## src/rtl/sync_rx_pkg.sv

```systemverilog
package sync_rx_pkg;

    localparam int MIN_LEN = 5;
    localparam int CHAR_W  = MIN_LEN + 3;
    localparam int FRAME_W = CHAR_W + 1;
    localparam int CNT_W   = $clog2(FRAME_W + 1);

    typedef enum logic [1:0] {
        ST_IDLE,
        ST_HUNT,
        ST_PAIR,
        ST_ASSEM
    } rx_state_e;

    typedef struct packed {
        logic [1:0] len_code;
        logic       par_en;
        logic       par_odd;
        logic       single_syn;
        logic       transparent;
        logic       strip;
    } rx_cfg_t;

    typedef struct packed {
        logic              par;
        logic [CHAR_W-1:0] data;
    } rx_frame_t;

    function automatic logic [CNT_W-1:0] data_bits(rx_cfg_t c);
        return CNT_W'(MIN_LEN) + CNT_W'(c.len_code);
    endfunction

    function automatic logic [CNT_W-1:0] frame_bits(rx_cfg_t c);
        return data_bits(c) + CNT_W'(c.par_en);
    endfunction

    function automatic logic [CHAR_W-1:0] char_mask(rx_cfg_t c);
        logic [CHAR_W-1:0] m;
        for (int i = 0; i < CHAR_W; i++) begin
            m[i] = (i < int'(data_bits(c)));
        end
        return m;
    endfunction

    function automatic logic par_of(logic [CHAR_W-1:0] d, rx_cfg_t c);
        return (^(d & char_mask(c))) ^ c.par_odd;
    endfunction

    function automatic rx_frame_t frame_of(logic [CHAR_W-1:0] d, rx_cfg_t c);
        rx_frame_t f;
        f.data = d & char_mask(c);
        f.par  = c.par_en ? par_of(d, c) : 1'b0;
        return f;
    endfunction

endpackage

```

## src/rtl/sync_rx_shifter.sv

```systemverilog
module sync_rx_shifter
    import sync_rx_pkg::*;
(
    input  logic      clk,
    input  logic      rst,
    input  logic      restart,
    input  logic      shift_en,
    input  logic      bit_in,
    input  rx_cfg_t   cfg,
    output rx_frame_t frame_in,
    output logic      window_full
);

    logic [FRAME_W-1:0] sr_q;
    logic [FRAME_W-1:0] sr_next;
    logic [FRAME_W-1:0] win;
    logic [CNT_W-1:0]   fill_q;
    logic [CNT_W-1:0]   fill_next;
    logic [CNT_W-1:0]   fb;
    logic [CNT_W-1:0]   db;

    always_comb begin
        fb        = frame_bits(cfg);
        db        = data_bits(cfg);
        sr_next   = {bit_in, sr_q[FRAME_W-1:1]};
        fill_next = (fill_q == CNT_W'(FRAME_W)) ? fill_q : fill_q + 1'b1;
        win       = sr_next >> (CNT_W'(FRAME_W) - fb);
        frame_in.data = win[CHAR_W-1:0] & char_mask(cfg);
        frame_in.par  = cfg.par_en ? win[db] : 1'b0;
        window_full   = shift_en && (fill_next >= fb);
    end

    always_ff @(posedge clk) begin
        if (rst || restart) begin
            sr_q   <= '0;
            fill_q <= '0;
        end else if (shift_en) begin
            sr_q   <= sr_next;
            fill_q <= fill_next;
        end
    end

endmodule

```

## src/rtl/sync_rx_seq.sv

```systemverilog
module sync_rx_seq
    import sync_rx_pkg::*;
(
    input  logic              clk,
    input  logic              rst,
    input  logic              rx_en,
    input  rx_cfg_t           cfg,
    input  logic [CHAR_W-1:0] syn1,
    input  logic [CHAR_W-1:0] syn2,
    input  rx_frame_t         frame_in,
    input  logic              window_full,
    output rx_state_e         state,
    output logic              restart,
    output logic              shift_en,
    output logic              char_valid,
    output logic              sync_evt
);

    rx_state_e        state_q, state_d;
    logic [CNT_W-1:0] bcnt_q, bcnt_d;
    logic             frame_end;
    logic             hit1;
    logic             hit2;

    always_comb begin
        hit1      = (frame_in == frame_of(syn1, cfg));
        hit2      = (frame_in == frame_of(syn2, cfg));
        frame_end = ((bcnt_q + 1'b1) == frame_bits(cfg));
        state_d    = state_q;
        bcnt_d     = bcnt_q;
        restart    = 1'b0;
        shift_en   = 1'b0;
        char_valid = 1'b0;
        sync_evt   = 1'b0;
        if (!rx_en) begin
            state_d = ST_IDLE;
            restart = 1'b1;
            bcnt_d  = '0;
        end else begin
            unique case (state_q)
                ST_IDLE: begin
                    state_d = ST_HUNT;
                    restart = 1'b1;
                    bcnt_d  = '0;
                end
                ST_HUNT: begin
                    shift_en = 1'b1;
                    if (window_full && hit1) begin
                        bcnt_d = '0;
                        if (cfg.single_syn) begin
                            state_d  = ST_ASSEM;
                            sync_evt = 1'b1;
                        end else begin
                            state_d = ST_PAIR;
                        end
                    end
                end
                ST_PAIR: begin
                    shift_en = 1'b1;
                    bcnt_d   = bcnt_q + 1'b1;
                    if (frame_end) begin
                        bcnt_d = '0;
                        if (hit2) begin
                            state_d  = ST_ASSEM;
                            sync_evt = 1'b1;
                        end else begin
                            state_d = ST_HUNT;
                            restart = 1'b1;
                        end
                    end
                end
                default: begin
                    shift_en = 1'b1;
                    bcnt_d   = bcnt_q + 1'b1;
                    if (frame_end) begin
                        bcnt_d     = '0;
                        char_valid = 1'b1;
                    end
                end
            endcase
        end
    end

    always_ff @(posedge clk) begin
        if (rst) begin
            state_q <= ST_IDLE;
            bcnt_q  <= '0;
        end else begin
            state_q <= state_d;
            bcnt_q  <= bcnt_d;
        end
    end

    assign state = state_q;

    assert_idle_after_disable_R13: assert property (@(posedge clk) disable iff (rst)
        !rx_en |=> state_q == ST_IDLE);

    assert_hunt_after_enable_R1: assert property (@(posedge clk) disable iff (rst)
        (state_q == ST_IDLE && rx_en) |=> state_q == ST_HUNT);

    assert_no_char_before_lock_R4: assert property (@(posedge clk) disable iff (rst)
        (state_q != ST_ASSEM) |-> !char_valid);

endmodule

```

## src/rtl/sync_rx_classify.sv

```systemverilog
module sync_rx_classify
    import sync_rx_pkg::*;
(
    input  logic              clk,
    input  logic              rst,
    input  logic              active,
    input  logic              char_valid,
    input  rx_cfg_t           cfg,
    input  logic [CHAR_W-1:0] syn1,
    input  logic [CHAR_W-1:0] syn2,
    input  logic [CHAR_W-1:0] dle,
    input  rx_frame_t         frame,
    output logic              keep,
    output logic              syn_hit,
    output logic              pde_hit
);

    logic              lead_q, lead_d;
    logic              fill;
    logic              dle_hit;
    logic              par_err;
    logic              is1, is2, isd;
    logic [CHAR_W-1:0] m;

    always_comb begin
        m       = char_mask(cfg);
        is1     = (frame.data == (syn1 & m));
        is2     = (frame.data == (syn2 & m));
        isd     = (frame.data == (dle & m));
        fill    = 1'b0;
        syn_hit = 1'b0;
        dle_hit = 1'b0;
        lead_d  = lead_q;
        if (char_valid) begin
            lead_d = 1'b0;
            if (cfg.transparent) begin
                if (lead_q) begin
                    if (is1) begin
                        fill    = 1'b1;
                        syn_hit = 1'b1;
                    end
                end else if (isd) begin
                    fill    = 1'b1;
                    dle_hit = !cfg.par_en;
                    lead_d  = 1'b1;
                end
            end else if (cfg.single_syn) begin
                if (is1) begin
                    fill    = 1'b1;
                    syn_hit = 1'b1;
                end
            end else if (lead_q) begin
                if (is2) begin
                    fill    = 1'b1;
                    syn_hit = 1'b1;
                end
            end else if (is1) begin
                fill   = 1'b1;
                lead_d = 1'b1;
            end
        end
        par_err = char_valid && cfg.par_en && (frame.par != par_of(frame.data, cfg));
        keep    = !(fill && cfg.strip);
        pde_hit = dle_hit || par_err;
    end

    always_ff @(posedge clk) begin
        if (rst || !active) begin
            lead_q <= 1'b0;
        end else begin
            lead_q <= lead_d;
        end
    end

    assert_second_dle_silent_R10: assert property (@(posedge clk) disable iff (rst)
        (char_valid && cfg.transparent && lead_q && isd && !cfg.par_en
         && (frame.par == par_of(frame.data, cfg))) |-> !pde_hit);

endmodule

```

## src/rtl/sync_rx_hold.sv

```systemverilog
module sync_rx_hold
    import sync_rx_pkg::*;
(
    input  logic              clk,
    input  logic              rst,
    input  logic              clr,
    input  logic              load,
    input  logic [CHAR_W-1:0] load_data,
    input  logic              syn_evt,
    input  logic              pde_evt,
    input  logic              rd_hold,
    input  logic              rd_status,
    output logic [CHAR_W-1:0] hold_q,
    output logic              ready_q,
    output logic              syn_q,
    output logic              pde_q,
    output logic              ovr_q
);

    always_ff @(posedge clk) begin
        if (rst) begin
            hold_q  <= '0;
            ready_q <= 1'b0;
            syn_q   <= 1'b0;
            pde_q   <= 1'b0;
            ovr_q   <= 1'b0;
        end else if (clr) begin
            ready_q <= 1'b0;
            syn_q   <= 1'b0;
            pde_q   <= 1'b0;
            ovr_q   <= 1'b0;
        end else begin
            if (load) begin
                hold_q  <= load_data;
                ready_q <= 1'b1;
                if (ready_q && !rd_hold) begin
                    ovr_q <= 1'b1;
                end
            end else if (rd_hold) begin
                ready_q <= 1'b0;
            end
            if (syn_evt) begin
                syn_q <= 1'b1;
            end else if (rd_status) begin
                syn_q <= 1'b0;
            end
            if (pde_evt) begin
                pde_q <= 1'b1;
            end
        end
    end

    assert_ready_on_load_R5: assert property (@(posedge clk) disable iff (rst)
        load |=> (ready_q && hold_q == $past(load_data)));

    assert_overrun_on_overwrite_R6: assert property (@(posedge clk) disable iff (rst)
        (load && ready_q && !rd_hold) |=> ovr_q);

    assert_overrun_sticky_R6: assert property (@(posedge clk) disable iff (rst)
        (ovr_q && !clr) |=> ovr_q);

    assert_read_clears_ready_R12: assert property (@(posedge clk) disable iff (rst)
        (rd_hold && !load && !clr) |=> !ready_q);

    assert_disable_clears_flags_R13: assert property (@(posedge clk) disable iff (rst)
        clr |=> !(ready_q || syn_q || pde_q || ovr_q));

endmodule

```

## src/rtl/sync_char_rx.sv

```systemverilog
module sync_char_rx
    import sync_rx_pkg::*;
(
    input  logic              clk,
    input  logic              rst,
    input  logic              rx_en,
    input  logic              rx_data,
    input  logic [1:0]        len_code,
    input  logic              par_en,
    input  logic              par_odd,
    input  logic              single_syn,
    input  logic              transparent,
    input  logic              strip_en,
    input  logic [CHAR_W-1:0] syn1,
    input  logic [CHAR_W-1:0] syn2,
    input  logic [CHAR_W-1:0] dle,
    input  logic              rd_hold,
    input  logic              rd_status,
    output logic [CHAR_W-1:0] hold_data,
    output logic              ready,
    output logic              syn_det,
    output logic              pde,
    output logic              overrun
);

    rx_cfg_t           cfg;
    rx_frame_t         frame_in;
    rx_state_e         state;
    logic              window_full;
    logic              restart;
    logic              shift_en;
    logic              char_valid;
    logic              sync_evt;
    logic              keep;
    logic              syn_hit;
    logic              pde_hit;
    logic              load;
    logic              clr;
    logic [CHAR_W-1:0] mask;

    always_comb begin
        cfg.len_code    = len_code;
        cfg.par_en      = par_en;
        cfg.par_odd     = par_odd;
        cfg.single_syn  = single_syn;
        cfg.transparent = transparent;
        cfg.strip       = strip_en;
        mask            = char_mask(cfg);
        load            = char_valid && keep;
        clr             = !rx_en || (state == ST_IDLE);
    end

    sync_rx_shifter u_shift (
        .clk         (clk),
        .rst         (rst),
        .restart     (restart),
        .shift_en    (shift_en),
        .bit_in      (rx_data),
        .cfg         (cfg),
        .frame_in    (frame_in),
        .window_full (window_full)
    );

    sync_rx_seq u_seq (
        .clk         (clk),
        .rst         (rst),
        .rx_en       (rx_en),
        .cfg         (cfg),
        .syn1        (syn1),
        .syn2        (syn2),
        .frame_in    (frame_in),
        .window_full (window_full),
        .state       (state),
        .restart     (restart),
        .shift_en    (shift_en),
        .char_valid  (char_valid),
        .sync_evt    (sync_evt)
    );

    sync_rx_classify u_cls (
        .clk        (clk),
        .rst        (rst),
        .active     (state == ST_ASSEM),
        .char_valid (char_valid),
        .cfg        (cfg),
        .syn1       (syn1),
        .syn2       (syn2),
        .dle        (dle),
        .frame      (frame_in),
        .keep       (keep),
        .syn_hit    (syn_hit),
        .pde_hit    (pde_hit)
    );

    sync_rx_hold u_hold (
        .clk       (clk),
        .rst       (rst),
        .clr       (clr),
        .load      (load),
        .load_data (frame_in.data),
        .syn_evt   (sync_evt || (char_valid && syn_hit)),
        .pde_evt   (char_valid && pde_hit),
        .rd_hold   (rd_hold),
        .rd_status (rd_status),
        .hold_q    (hold_data),
        .ready_q   (ready),
        .syn_q     (syn_det),
        .pde_q     (pde),
        .ovr_q     (overrun)
    );

    assert_zero_extend_R5: assert property (@(posedge clk) disable iff (rst)
        load |=> ((hold_data & ~$past(mask)) == '0));

    assert_lock_not_loaded_R4: assert property (@(posedge clk) disable iff (rst)
        sync_evt |-> !load);

endmodule

```

## config.mk

```make
export PLATFORM = sky130hd
export DESIGN_NAME = sync_char_rx
export DESIGN_NICKNAME = d
export VERILOG_FILES = /design/src/rtl/sync_rx_pkg.sv /design/src/rtl/sync_rx_shifter.sv /design/src/rtl/sync_rx_seq.sv /design/src/rtl/sync_rx_classify.sv /design/src/rtl/sync_rx_hold.sv /design/src/rtl/sync_char_rx.sv
export SDC_FILE = /design/constraint.sdc
export NUM_CORES = 1
export LEC_CHECK = 0
export BUFFER_PORTS_ARGS = -buffer_cell sky130_fd_sc_hd__buf_2
export CORE_ASPECT_RATIO = 1.2
export CORE_MARGIN = 1
export CORE_UTILIZATION = 30
export DETAILED_ROUTE_END_ITERATION = 10
export SYNTH_ARGS = -nofsm -noshare
export SYNTH_HDL_FRONTEND = slang
export SYNTH_HIERARCHICAL = 1
export SYNTH_SLANG_ARGS = --single-unit
```

## constraint.sdc

```tcl
create_clock -name clk -period 4.9 [get_ports clk]
set_input_delay 0 -clock clk [delete_from_list [all_inputs] [get_ports clk]]
set_output_delay 0 -clock clk [all_outputs]
set_load 0.01 [all_outputs]
```

==> results_tabular.tex, run 1 <==
\begin{tabular}{lr}
\hline
Metric & Value \\
\hline
\multicolumn{2}{l}{\textbf{Status}} \\
Result of the run & finished, violations left \\
Violated checks & DRC \\
\multicolumn{2}{l}{\textbf{Place}} \\
GP Congestion & 0.923 \\
Quantity of I/O buffers inserted on ports & 48 \\
Worst slack at placement & 0.663 ns \\
Half-perimeter wire length after placement & 7130 um \\
\multicolumn{2}{l}{\textbf{Critical path}} \\
Number of logic stages on the critical path including buffering & 19 \\
Ordered cell list for the critical path & buf\_2 > inv\_1 > ha\_1 > inv\_1 > fa\_1 > mux2\_2 > mux4\_2 > nand2\_1 > o21ai\_0 > xor2\_1 > a31oi\_1 > nand4\_1 > a211oi\_2 > a21oi\_1 > o22a\_1 > and2\_1 > nor2b\_2 > mux2i\_1 > nor2\_1 \\
Critical path required time & 5.05 ns \\
Worst Setup SP & len\_code[0] \\
Arrival time at the worst endpoint & 4.14 ns \\
Count of buffer and inverter cells on the critical path & 3 \\
Crit-path max cell delay & 0.51 ns \\
Origin of the critical flop-to-flop path & u\_shift/sr\_q[7] \\
Worst setup path category & primary input to flip-flop \\
Critical path peak fanout & 8 \\
Depth of the worst register-to-register path & 14 \\
Launching element type of the critical path & primary input \\
Library cell contributing the largest single delay on the critical path & fa\_1 \\
Worst path most repeated cell & inv\_1 \\
Nature of the critical path endpoint & flip-flop \\
Family with the most delay on the worst path & compound AO/OA/AOI/OAI gates \\
\multicolumn{2}{l}{\textbf{Layout}} \\
Register cell area after layout & 621 um\^{}2 \\
Multi-input logic area & 0.00247 mm\^{}2 \\
Layout cells sized above 1 & 20.5\% \\
Fin nets & 511 \\
P\&R area growth vs syn & 15.2\% \\
Total inserted antenna cells & 0 \\
Number of filler instances in the final layout & 1142 \\
\multicolumn{2}{l}{\textbf{Pwr}} \\
Internal power of the cells & 551 uW \\
Share of power burned in the clock network & 38.6\% \\
Psw & 231 uW \\
Cell area power density & 205 mW/mm\^{}2 \\
Leakage component of the power & 1.47 nW \\
Portion of total power attributed to combinational logic & 28.8\% \\
Switching fraction of total power & 29.6\% \\
Maximum vdd drop & 0.0000999 V \\
Proportion of power drawn by flip-flops and latches & 32.6\% \\
\multicolumn{2}{l}{\textbf{Route}} \\
Detail-routed net length per standard cell & 15.4 um \\
Antenna violation net count after detailed routing & 0 \\
Number of detailed-routing iterations run before antenna repair & 7 \\
Final Routed Wirelength & 8960 um \\
Remaining routing DRC violations & 4 \\
Violation count after the first detailed-routing iteration & 82 \\
Vias & 3040 \\
Via-to-Cell Ratio & 5.21 \\
\multicolumn{2}{l}{\textbf{Hold path}} \\
Worst min path class & primary input to flip-flop \\
Launch point of the worst hold path & rd\_status \\
Instance count along the most critical hold path & 4 \\
\multicolumn{2}{l}{\textbf{STA}} \\
Fmax & 0.250 GHz \\
Setup\_tns & 0 ns \\
Actual slew at the worst max-slew pin & 1.09 ns \\
Final Hold Viols & 0 \\
Skew final & 0.00555 ns \\
Min Clock Period, post-route & 3.99 ns \\
Final setup margin & 0.906 ns \\
Final setup violation count & 0 \\
Setup repair after global routing missed its margin & false \\
Count of final max-slew check failures & 0 \\
Hold Worst Slack & 0.0601 ns \\
Remaining max-slew budget at the tightest pin & 26.7\% \\
Period utilisation layout & 81.5\% \\
\multicolumn{2}{l}{\textbf{Clocking}} \\
Cells resized by post-CTS repair & 0 \\
Clock input transition at the sequential cells of the worst setup and hold paths & 0.05 ns \\
CTS tree & built \\
Maximum count of clock buffers along a single path & 2 \\
Inserted Clock Buffers & 5 \\
Clock tree sinks & 31 \\
Root buffer cell & clkbuf\_16 \\
Hold buffer count at CTS & 0 \\
Latest clock arrival within the worst-skew pair & 0.27 ns \\
Postcts setup bufs & 0 \\
Maximum level of the CTS H-tree & 2 \\
\multicolumn{2}{l}{\textbf{Synthesis}} \\
Fraction of registers with async set/reset & 0\% \\
Portion of the post-synthesis area used by sequential elements & 18.7\% \\
Post-synthesis instance area & 0.00332 mm\^{}2 \\
Net Count, Synth & 460 \\
Average size of a mapped cell & 8.23 um\^{}2 \\
Register bit total from synthesis & 31 \\
Number of synthesized flops with an enable pin & 0 \\
Warnings from Yosys & 6 \\
Number of standard cells after synthesis & 403 \\
Main flop type after synthesis & dfxtp\_1 \\
Number of distinct library cells after synthesis & 67 \\
\multicolumn{2}{l}{\textbf{Die}} \\
Die Height & 117 um \\
Ports placed on the boundary & 49 \\
Std-Cell Core Area & 0.0106 mm\^{}2 \\
Effective utilization at floorplan & 31.2\% \\
Die Outline Area & 0.0115 mm\^{}2 \\
Floorplan die width & 98.0 um \\
Number of rows created at floorplan & 41 \\
\multicolumn{2}{l}{\textbf{Global route}} \\
Met1 capacity usage during global routing & 18.5\% \\
Met3 layer usage reported by global route & 3.03\% \\
Antenna violations before repair & 0 \\
Global routing met2 resource utilization & 30.5\% \\
Combined global-route utilization of all metal layers & 16.3\% \\
Via count of the first global-routing pass & 3106 \\
Final global-route overflow total & 0 \\
Maximum number of pins on one net before global-route repair & 22 \\
Global-route wire length before repair & 14800 um \\
Most utilized layer in the global route result & met2 \\
\multicolumn{2}{l}{\textbf{Job}} \\
Max-cap violations & 0 \\
\hline
\end{tabular}
power by group through the flow:
stage          clock network [mW]  registers, mW  logic [mW]
6_report                    0.302          0.255       0.226
5_1_grt                     0.320          0.255       0.248
4_1_cts                     0.312          0.255       0.226
3_5_place_dp                    0          0.260       0.225
3_3_place_gp                    0          0.260       0.223
2_1_floorplan                   0          0.260       0.164
path summary, 6_finish.rpt:
kind	end	slack (ns)
setup / recovery	u_hold/hold_q[3]	0.91
hold reg to reg	u_shift/sr_q[1]	0.50
hold / removal	u_hold/syn_q	0.06
setup reg to reg	u_hold/hold_q[3]	1.33
Yosys cell counts (all sizes together), types with 3 or more instances:
library cell	count	area, um^2
xnor2	42	368
nor2	34	128
dfxtp	31	621
mux2i	28	280
inv	26	97.6
nand2	26	97.6
a21oi	21	105
xor2	20	175
ha	18	225
o21ai	13	65.1
nand3	12	60.1
nor2b	10	67.6
buf	9	91.3
nor3	9	50.1
nand4	8	50.1
and2	7	43.8
nand2b	7	43.8
clkbuf	6	32.5
nand4b	5	43.8
a22oi	4	30.0
a31oi	4	25.0
mux2	4	48.8
o211ai	4	30.0
or2	4	25.0
a211oi	3	27.5
a22o	3	28.8
and3	3	26.3
nand3b	3	22.5
o2111ai	3	26.3
o22ai	3	18.8
area by class of cell:
cell class	count	area share (%)
Inverter	26	2.55
Sequential cell	31	16.2
Tap cell	129	4.23
Multi-Input combinational cell	331	64.8
Timing Repair Buffer	59	8.45
Clock buffer	6	3.64
Clock inverter	1	0.131
layout by cell type, fill, tap and decap left out, types with 4 or more instances in the layout:
cell	Yosys	layout
buf_2	1	48
xnor2_1	42	42
nor2_1	34	34
dfxtp_1	31	31
mux2i_1	28	28
nand2_1	26	26
inv_1	25	25
a21oi_1	21	21
xor2_1	20	20
ha_1	18	18
nand3_1	12	12
buf_4	1	11
o21ai_0	11	11
nand4_1	8	8
nor2b_1	8	8
nor3_1	8	8
and2_1	7	7
nand2b_1	7	7
clkbuf_16	0	5
nand4b_1	5	5
a22oi_1	4	4
a31oi_1	4	4
o211ai_1	4	4
worst register-to-register path, cell delays in order, from the launching register on:
cell,delay (ns)
dfxtp_1,0.35
mux2_2,0.28
mux4_2,0.46
nand2_1,0.08
o21ai_0,0.37
xor2_1,0.28
a31oi_1,0.20
nand4_1,0.12
a211oi_2,0.33
a21oi_1,0.11
o22a_1,0.19
and2_1,0.16
nor2b_2,0.24
mux2i_1,0.19
nor2_1,0.06
kinds of logic (layout without fill, tap and decap cells):
| family | after synthesis | in the layout | synth area share (%) |
|---|---|---|---|
| mux | 34 | 34 | 11.3 |
| buf+inv | 41 | 92 | 6.68 |
| flops | 31 | 31 | 18.7 |
| fa+ha+maj | 20 | 20 | 8.00 |
| simple gates | 137 | 137 | 22.2 |
| xor+xnor | 62 | 62 | 16.4 |
| compound gates | 78 | 78 | 16.8 |
sequential cells by signal (all words and copies together) (netlist names), 2 cells and up:
register,count
u_hold/hold_q,8
u_shift/fill_q,4
u_shift/sr_q,8
u_seq/state,2
u_seq/bcnt_q,4
stage by stage:
stage,cell area (um^2),power (mW),util (%),instances
2_1_floorplan,3320,0.423,-,403
3_3_place_gp,3680,0.483,34.6,576
3_5_place_dp,3680,0.485,34.6,576
4_1_cts,3820,0.793,36.0,583
5_1_grt,3820,0.823,36.0,583
6_report,3820,0.782,36.0,583
layer usage:
layer  vias up  wire (um)
met2        61       4570
met3        11        365
met5         -          0
li1       1520          -
met4         0        198
met1      1448       3830
No activity file was read; power rests on OpenSTA's default activity.
==> run 2, diff against run 1 <==
==> constraint.sdc (replaced) <==
create_clock -name clk -period 3.9 [get_ports clk]
set_input_delay 0 -clock clk [delete_from_list [all_inputs] [get_ports clk]]
set_output_delay 0 -clock clk [all_outputs]
set_load 0.01 [all_outputs]
==> run 2 against run 1 <==
The run still ends with DRC left. Non-clock buffer count increased by 10. First-iteration DRC count increased by 52%. Flip-flop and latch count unchanged. Routed wire length decreased by 0.79%. Highest routed layer unchanged.
==> results_tabular.tex, run 2 (synthesis gave the netlist of run 1 again) <==
\begin{tabular}{lr}
\hline
Metric & Value \\
\hline
\multicolumn{2}{l}{\textbf{Die}} \\
Die Height & 117 um \\
Std-Cell Core Area & 0.0106 mm\^{}2 \\
Number of rows created at floorplan & 41 \\
Effective utilization at floorplan & 31.2\% \\
Floorplan die width & 98.0 um \\
Die Outline Area & 0.0115 mm\^{}2 \\
Ports placed on the boundary & 49 \\
\multicolumn{2}{l}{\textbf{Critical path}} \\
Critical path peak fanout & 8 \\
Ordered cell list for the critical path & buf\_2 > inv\_1 > ha\_1 > inv\_1 > fa\_1 > mux2\_2 > mux4\_2 > nand2\_1 > o21ai\_0 > buf\_4 > xor2\_1 > a31oi\_1 > nand4\_1 > a211oi\_2 > a21oi\_1 > o22a\_1 > and2\_1 > nor2b\_2 > mux2i\_1 > nor2\_1 \\
Family with the most delay on the worst path & multiplexers \\
Crit-path max cell delay & 0.54 ns \\
Worst setup path category & primary input to flip-flop \\
Count of buffer and inverter cells on the critical path & 4 \\
Critical path required time & 4.06 ns \\
Number of logic stages on the critical path including buffering & 20 \\
Arrival time at the worst endpoint & 3.66 ns \\
Setup slack on the worst flop-to-flop path & 0.74 ns \\
Worst r2r dst & u\_hold/hold\_q[0] \\
Nature of the critical path endpoint & flip-flop \\
Worst path most repeated cell & inv\_1 \\
Launching element type of the critical path & primary input \\
Origin of the critical flop-to-flop path & u\_shift/sr\_q[7] \\
Library cell contributing the largest single delay on the critical path & fa\_1 \\
Depth of the worst register-to-register path & 15 \\
\multicolumn{2}{l}{\textbf{Clocking}} \\
Maximum level of the CTS H-tree & 2 \\
Maximum count of clock buffers along a single path & 2 \\
Latest clock arrival within the worst-skew pair & 0.28 ns \\
Inserted Clock Buffers & 5 \\
CTS tree & built \\
Clock input transition at the sequential cells of the worst setup and hold paths & 0.05 ns \\
Hold buffer count at CTS & 0 \\
Clock tree sinks & 31 \\
Cells resized by post-CTS repair & 0 \\
Root buffer cell & clkbuf\_16 \\
Postcts setup bufs & 0 \\
\multicolumn{2}{l}{\textbf{Layout}} \\
Top flop regs & u\_hold/hold\_q (8), u\_shift/sr\_q (8) \\
Total inserted antenna cells & 0 \\
Most frequent cells in the layout & buf\_2, xnor2\_1, nor2\_1 \\
P\&R area growth vs syn & 18.4\% \\
Number of filler instances in the final layout & 1093 \\
Fin nets & 521 \\
Multi-input logic area & 0.00247 mm\^{}2 \\
Layout cells sized above 1 & 22.4\% \\
Leading cell type in the layout, fill and taps excluded & buf\_2 \\
Register cell area after layout & 621 um\^{}2 \\
\multicolumn{2}{l}{\textbf{Global route}} \\
Final global-route overflow total & 0 \\
Antenna violations before repair & 0 \\
Via count of the first global-routing pass & 3030 \\
Global-route wire length before repair & 14600 um \\
Combined global-route utilization of all metal layers & 16.2\% \\
Maximum number of pins on one net before global-route repair & 22 \\
\multicolumn{2}{l}{\textbf{STA}} \\
Skew final & 0.00695 ns \\
Setup repair after global routing missed its margin & false \\
Count of final max-slew check failures & 0 \\
Fmax & 0.286 GHz \\
Remaining max-slew budget at the tightest pin & 61.1\% \\
Min Clock Period, post-route & 3.50 ns \\
Period utilisation layout & 89.7\% \\
Final setup violation count & 0 \\
Final Hold Viols & 0 \\
Actual slew at the worst max-slew pin & 0.580 ns \\
Setup\_tns & 0 ns \\
Hold Worst Slack & 0.0175 ns \\
\multicolumn{2}{l}{\textbf{Pwr}} \\
Leakage component of the power & 1.53 nW \\
Proportion of power drawn by flip-flops and latches & 30.1\% \\
Internal power of the cells & 766 uW \\
Share of power burned in the clock network & 42.5\% \\
Portion of total power attributed to combinational logic & 27.4\% \\
Cell area power density & 271 mW/mm\^{}2 \\
Maximum vdd drop & 0.000164 V \\
Psw & 298 uW \\
Switching fraction of total power & 28.0\% \\
\multicolumn{2}{l}{\textbf{Hold path}} \\
Instance count along the most critical hold path & 4 \\
Worst min path class & primary input to flip-flop \\
End point of the most critical hold path & u\_hold/ready\_q \\
Launch point of the worst hold path & rd\_hold \\
\multicolumn{2}{l}{\textbf{Status}} \\
Violated checks & DRC \\
Result of the run & finished, violations left \\
\multicolumn{2}{l}{\textbf{Route}} \\
Antenna violation net count after detailed routing & 0 \\
Violation count after the first detailed-routing iteration & 125 \\
Final Routed Wirelength & 8890 um \\
Via-to-Cell Ratio & 5.15 \\
Remaining routing DRC violations & 4 \\
Detail-routed net length per standard cell & 15.0 um \\
Vias & 3062 \\
Number of detailed-routing iterations run before antenna repair & 7 \\
\multicolumn{2}{l}{\textbf{Job}} \\
Max-cap violations & 0 \\
\multicolumn{2}{l}{\textbf{Place}} \\
Quantity of I/O buffers inserted on ports & 48 \\
Half-perimeter wire length after placement & 7170 um \\
GP Congestion & 0.868 \\
\hline
\end{tabular}
==> run 2: worst min-delay path, delay by kind of cell <==
family                 cells  cell delay, ns
and+or+nand+nor            3            0.18
buffers and inverters      1            0.08
==> run 2: per-stage QoR <==
step | setup WS [ns] | power [mW] | utilization, % | cell area, um^2 | instances
after CTS | 0.408 | 1.08 | 37.0 | 3930 | 594
after global placement | 0.210 | 0.614 | 35.3 | 3750 | 586
after global routing | 0.126 | 1.12 | 37.0 | 3930 | 594
after detailed placement | 0.133 | 0.616 | 35.3 | 3750 | 586
final | 0.403 | 1.06 | 37.0 | 3930 | 594
after floorplan | 0.0785 | 0.532 | - | 3320 | 403
==> run 2: routing by layer <==
| metal | up-vias | share of wire (%) | wire, um | global-route usage (%) |
|---|---|---|---|---|
| met1 | 1437 | 43 | 3810 | 18.9 |
| met4 | 0 | 2.6 | 235 | 7.68 |
| li1 | 1546 | - | - | - |
| met3 | 16 | 3.7 | 331 | 2.55 |
| met2 | 63 | 51 | 4510 | 29.1 |
| met5 | - | 0 | 0 | 0 |
==> run 2: power groups by stage <==
| stage | combinational, mW | sequential, mW | clock, mW |
|---|---|---|---|
| 2_1_floorplan | 0.205 | 0.326 | 0 |
| 3_3_place_gp | 0.287 | 0.327 | 0 |
| 3_5_place_dp | 0.289 | 0.327 | 0 |
| 4_1_cts | 0.291 | 0.320 | 0.470 |
| 5_1_grt | 0.319 | 0.320 | 0.483 |
| 6_report | 0.291 | 0.320 | 0.453 |
==> run 2: how the worst max path moves through the flow <==
stage                startpoint                to
floorplan           len_code[0]  u_hold/hold_q[3]
global placement    len_code[0]  u_hold/hold_q[0]
detailed placement  len_code[0]  u_hold/hold_q[0]
CTS                 len_code[0]  u_hold/hold_q[0]
global route        len_code[0]  u_hold/hold_q[2]
finish              len_code[0]  u_hold/hold_q[0]
==> run 2: area by class of cell <==
type	instances	area share, %
multi-input combinational	331	63.0
sequential	31	15.8
timing repair buffer	69	10.1
tap	129	4.11
clock buffer	6	3.54
inverter	26	2.49
clock inverter	2	0.893
